### config.mk
export PLATFORM = sky130hd
export DESIGN_NAME = addr_gpio_port
export DESIGN_NICKNAME = d
export VERILOG_FILES = /design/src/rtl/port_pkg.sv /design/src/rtl/port_regs.sv /design/src/rtl/port_sync.sv /design/src/rtl/port_pin_mux.sv /design/src/rtl/addr_gpio_port.sv
export SDC_FILE = /design/constraint.sdc
export NUM_CORES = 1
export LEC_CHECK = 0
export ABC_AREA = 0
export BUFFER_PORTS_ARGS = -buffer_cell sky130_fd_sc_hd__buf_2
export CAP_MARGIN = 20
export CELL_PAD_IN_SITES_DETAIL_PLACEMENT = 1
export CELL_PAD_IN_SITES_GLOBAL_PLACEMENT = 1
export CORE_UTILIZATION = 41
export DETAILED_ROUTE_END_ITERATION = 6
export GPL_TIMING_DRIVEN = 0
export PLACE_DENSITY_LB_ADDON = 0.15
export SYNTH_ARGS = -nofsm -noshare
export SYNTH_HDL_FRONTEND = slang
export SYNTH_SLANG_ARGS = --single-unit
### constraint.sdc
create_clock -name clk_i -period 2.38 [get_ports clk_i]
set_input_delay 0.595 -clock clk_i [delete_from_list [all_inputs] [get_ports clk_i]]
set_output_delay 0.595 -clock clk_i [all_outputs]
set_load 0.02 [all_outputs]
### src/rtl/port_pkg.sv
package port_pkg;
  typedef enum logic [1:0] {
    FN_ADDR_ALL = 2'd0,
    FN_ADDR_DIR = 2'd1,
    FN_GPIO     = 2'd2
  } port_fn_e;

  function automatic port_fn_e decode_mode(input logic [2:0] m);
    case (m)
      3'd1, 3'd3: return FN_ADDR_ALL;
      3'd5, 3'd6: return FN_ADDR_DIR;
      default:    return FN_GPIO;
    endcase
  endfunction

  function automatic logic mode_undefined(input logic [2:0] m);
    return (m == 3'd0) || (m == 3'd2) || (m == 3'd4);
  endfunction
endpackage

### src/rtl/port_regs.sv
module port_regs #(
  parameter int WIDTH = 8
) (
  input  logic             clk_i,
  input  logic             rst_ni,
  input  logic             wr_en_i,
  input  logic             wr_sel_i,
  input  logic [WIDTH-1:0] wr_data_i,
  output logic [WIDTH-1:0] dir_o,
  output logic [WIDTH-1:0] dat_o
);
  always_ff @(posedge clk_i or negedge rst_ni) begin
    if (!rst_ni) begin
      dir_o <= '0;
      dat_o <= '0;
    end else if (wr_en_i) begin
      if (wr_sel_i) dat_o <= wr_data_i;
      else          dir_o <= wr_data_i;
    end
  end
endmodule

### src/rtl/port_sync.sv
module port_sync #(
  parameter int WIDTH  = 8,
  parameter int STAGES = 2
) (
  input  logic             clk_i,
  input  logic             rst_ni,
  input  logic [WIDTH-1:0] d_i,
  output logic [WIDTH-1:0] q_o
);
  logic [WIDTH-1:0] stage_q [STAGES];

  for (genvar s = 0; s < STAGES; s++) begin : g_stage
    always_ff @(posedge clk_i or negedge rst_ni) begin
      if (!rst_ni)     stage_q[s] <= '0;
      else if (s == 0) stage_q[s] <= d_i;
      else             stage_q[s] <= stage_q[(s > 0) ? s-1 : 0];
    end
  end

  assign q_o = stage_q[STAGES-1];
endmodule

### src/rtl/port_pin_mux.sv
module port_pin_mux
  import port_pkg::*;
#(
  parameter int WIDTH = 8
) (
  input  port_fn_e         fn_i,
  input  logic [WIDTH-1:0] addr_i,
  input  logic [WIDTH-1:0] dir_i,
  input  logic [WIDTH-1:0] dat_i,
  input  logic [WIDTH-1:0] sync_i,
  output logic [WIDTH-1:0] out_o,
  output logic [WIDTH-1:0] oe_o,
  output logic [WIDTH-1:0] rd_o
);
  for (genvar i = 0; i < WIDTH; i++) begin : g_pin
    always_comb begin
      unique case (fn_i)
        FN_ADDR_ALL: begin
          oe_o[i]  = 1'b1;
          out_o[i] = addr_i[i];
          rd_o[i]  = sync_i[i];
        end
        FN_ADDR_DIR: begin
          oe_o[i]  = dir_i[i];
          out_o[i] = dir_i[i] & addr_i[i];
          rd_o[i]  = dir_i[i] ? addr_i[i] : sync_i[i];
        end
        default: begin
          oe_o[i]  = dir_i[i];
          out_o[i] = dir_i[i] & dat_i[i];
          rd_o[i]  = dir_i[i] ? dat_i[i] : sync_i[i];
        end
      endcase
    end
  end
endmodule

### src/rtl/addr_gpio_port.sv
module addr_gpio_port
  import port_pkg::*;
#(
  parameter int WIDTH       = 8,
  parameter int SYNC_STAGES = 2
) (
  input  logic             clk_i,
  input  logic             rst_ni,
  input  logic [2:0]       mode_i,
  input  logic [WIDTH-1:0] addr_i,
  input  logic             wr_en_i,
  input  logic             wr_sel_i,
  input  logic [WIDTH-1:0] wr_data_i,
  input  logic [WIDTH-1:0] pin_i,
  output logic [WIDTH-1:0] pin_o,
  output logic [WIDTH-1:0] pin_oe_o,
  output logic [WIDTH-1:0] rd_data_o,
  output logic             illegal_mode_o
);
  port_fn_e         fn;
  logic [WIDTH-1:0] dir_q, dat_q, sync_q;

  assign fn             = decode_mode(mode_i);
  assign illegal_mode_o = mode_undefined(mode_i);

  port_regs #(.WIDTH(WIDTH)) i_regs (
    .clk_i, .rst_ni, .wr_en_i, .wr_sel_i, .wr_data_i,
    .dir_o(dir_q), .dat_o(dat_q)
  );

  port_sync #(.WIDTH(WIDTH), .STAGES(SYNC_STAGES)) i_sync (
    .clk_i, .rst_ni, .d_i(pin_i), .q_o(sync_q)
  );

  port_pin_mux #(.WIDTH(WIDTH)) i_mux (
    .fn_i(fn), .addr_i, .dir_i(dir_q), .dat_i(dat_q), .sync_i(sync_q),
    .out_o(pin_o), .oe_o(pin_oe_o), .rd_o(rd_data_o)
  );
endmodule

==> flow_metrics.tcl <==
set metrics [dict create \
    status "finished, final reports clean" \
    numPortBuffers 54 \
    setup_ws_ps 67.42 \
    fillers 411 \
    synth-edff-count 0 \
    initial_core_util_pct 42.69 \
    endpoint_kind "primary output" \
    grt_max_degree 33 \
    seqPwrFrac_pct 40.2 \
    drv_cap 0 \
    crit_path_start_kind "input pin" \
    clkPwrFrac_pct 35.7 \
    final-max-slew-violation-count 0 \
    diodes 0 \
    pwr-share-comb_pct 24.1 \
    gr-total-overflow 0 \
    grt_pass1_wl_um 6403 \
    clkLatencyLatePin_ps 280 \
    dr.pass1.iters 4 \
    place_congestion 0.7333 \
    drtIter0Drc 52 \
    yosys-top-cells-count "dfrtp_1, mux2_2, nand2_1, a21o_1, nand2b_1" \
    arrival_ps 1720 \
    netlist_area_um2 1563 \
    fmaxAchievable_ghz 0.4324 \
    syn_to_final_growth_pct 30.10 \
    ys_ff_latch 32 \
    drive_gt1_share_pct 54.50 \
    path_clk_slew_ps 70 \
    fin_worst_skew_ps 0.1090 \
    clock-sinks 32 \
    switchingPower_uw 435.9 \
    hold-worst-slack_ps 349.8 \
    post_cts_buffers 0 \
    synth.largest_area_cell "dfrtp_1" \
    drtAntennaViolNets 0 \
    worstSetupPathType "in -> out" \
    critPathMaxStageDelay_ps 270 \
    dr_total_vias 1221 \
    die_area_um2 4063 \
    clockBufferDepth 2 \
    synthTopCellsByArea "dfrtp_1, mux2_2, a21o_1" \
    via_per_inst 5.152 \
    place_worst_setup_slack_ps -47.03 \
    grt_pass1_vias 1347 \
    crit_top_cell "buf_2" \
    synth_most_common_cell "dfrtp_1" \
    hold_viol 0 \
    async_reset_ff_share_pct 100.0 \
    grt_setup_unrepaired "false" \
    worstPathRequired_ps 1780 \
    yosysTopAreaCellShare_pct 51.24 \
    rows 22 \
    p_per_area_nw_per_um2 775.6 \
    die_w_um 63.74 \
    ir_drop_uv 486.9 \
    period_share_pct 97.17 \
    antenna_found_initial 0 \
    multiInputGateArea_um2 723.2 \
    crit_fanout 8 \
    synth-seq-area-share_pct 51.24 \
    die_h_um 63.74 \
    relSlewSlack_pct 53.17 \
    cts_made_buffers 5 \
    synthFlopType "dfrtp_1" \
    avgRoutedWirePerCell_um 16.27 \
    period_needed_ps 2313 \
    dp_hpwl_um 2746 \
    syn_avg_cell_area_um2 12.40 \
    switching_share_pct 27.64 \
    p_leak_nw 1.028 \
    crit_chain "buf_2 > nor2b_1 > buf_2 > a32oi_1 > a21boi_2 > a21o_1 > buf_2" \
    grt_usage_pct 21.36 \
    core_um2 3661 \
    drc_errors 0 \
    syn-num-nets 157 \
    worst-slew-pin-transition_ps 702.4 \
    regArea_um2 800.8 \
    synthCells 126 \
    htreeDepth 2 \
    setup_violations 0 \
    slowest_stage "a32oi_1" \
    fin_nets 219 \
    cts_tree "done" \
    drt-total-wl_um 3855 \
    root_buffer "clkbuf_8" \
    cts_hold_buf 0 \
    yosysWarningCount 0 \
    synth_cell_types 14 \
    min_path_type "in -> async" \
    io_pins 56 \
    internal-power_mw 1.141 \
]
==> cell families after synthesis <==
group           after synthesis  share of synthesized area (%)
simple gates                 30                          9.287
flops                        32                          51.24
compound gates               33                          18.98
mux                          24                          17.29
buf+inv                       7                          3.202
==> metal layers <==
layer | GRT usage [%] | vias to the layer above | wire length [um]
met1 | 24.91 | 605 | 1648
met5 | 0 | - | 0
li1 | - | 571 | -
met2 | 38.16 | 39 | 1973
met3 | 5.179 | 6 | 187
met4 | 6.818 | 0 | 46
==> area by class of cell <==
class                   count  share of cell area (%)
multi-input cells          88                   35.57
well taps                  48                   2.954
clock inverters             1                   1.477
clock buffers               7                   4.738
flip-flops and latches     32                   39.38
repair buffers             54                   13.29
plain buffers               7                   2.585
==> worst max-delay path, delay by kind of cell <==
kind | cells | cell delay [ps]
compound gates | 3 | 520
buf+inv | 3 | 480
simple gates | 1 | 130
==> state kept, by name, summed over array words and instances (netlist names) <==
signal / cells
i_regs.dir_o: 8
i_regs.dat_o: 8
i_sync.stage_q: 8
i_sync.q_o: 8
==> through the flow <==
step	area (um2)	utilization, %	TNS [ps]	power (mW)	instances
after detailed placement	1893	51.71	-291.6	1.025	228
after global routing	2033	55.54	0	1.657	237
final	2033	55.54	0	1.577	237
after floorplan	1563	-	0	0.8874	126
after global placement	1893	51.71	-241.0	1.006	228
after CTS	2022	55.23	0	1.593	236
==> power groups by stage <==
stage	Clock, mW	Combinational (mW)	Sequential, mW
after global placement	0	0.368	0.638
final	0.563	0.380	0.633
after CTS	0.576	0.384	0.633
after detailed placement	0	0.381	0.644
after global routing	0.601	0.414	0.641
after floorplan	0	0.255	0.632
==> path summary, 6_finish.rpt <==
check	from	endpoint	slack (ps)	cells past startpoint
max	mode_i[2]	rd_data_o[0]	70	7
min	rst_ni	i_sync.stage_q[9]$_DFF_PN0_	350	1
max reg2reg	i_regs.dir_o[4]$_DFFE_PN0P_	i_regs.dir_o[4]$_DFFE_PN0P_	1590	1
min reg2reg	i_sync.stage_q[12]$_DFF_PN0_	i_sync.q_o[4]$_DFF_PN0_	350	0
max in group asynchronous	rst_ni	i_regs.dat_o[0]$_DFFE_PN0P_	1570	1
min in group clk_i	i_sync.stage_q[12]$_DFF_PN0_	i_sync.q_o[4]$_DFF_PN0_	350	0
==> placed cells by master (no fill, tap or decap), types with 3 or more instances in the layout <==
master and instances:
nor2b_1 3, mux2_2 24, clkbuf_8 7, dfrtp_1 32, nand2b_1 8, a21boi_2 8
a21o_1 16, nand2_1 17, buf_2 57, a32oi_1 8
==> what timing repair did <==
action | CTS | global route
pin swaps | 0 | 1
resized for setup | 1 | 1
cloned | 0 | 1
endpoints found under the setup margin | 8 | 10
No activity file was read; power rests on OpenSTA's default activity.
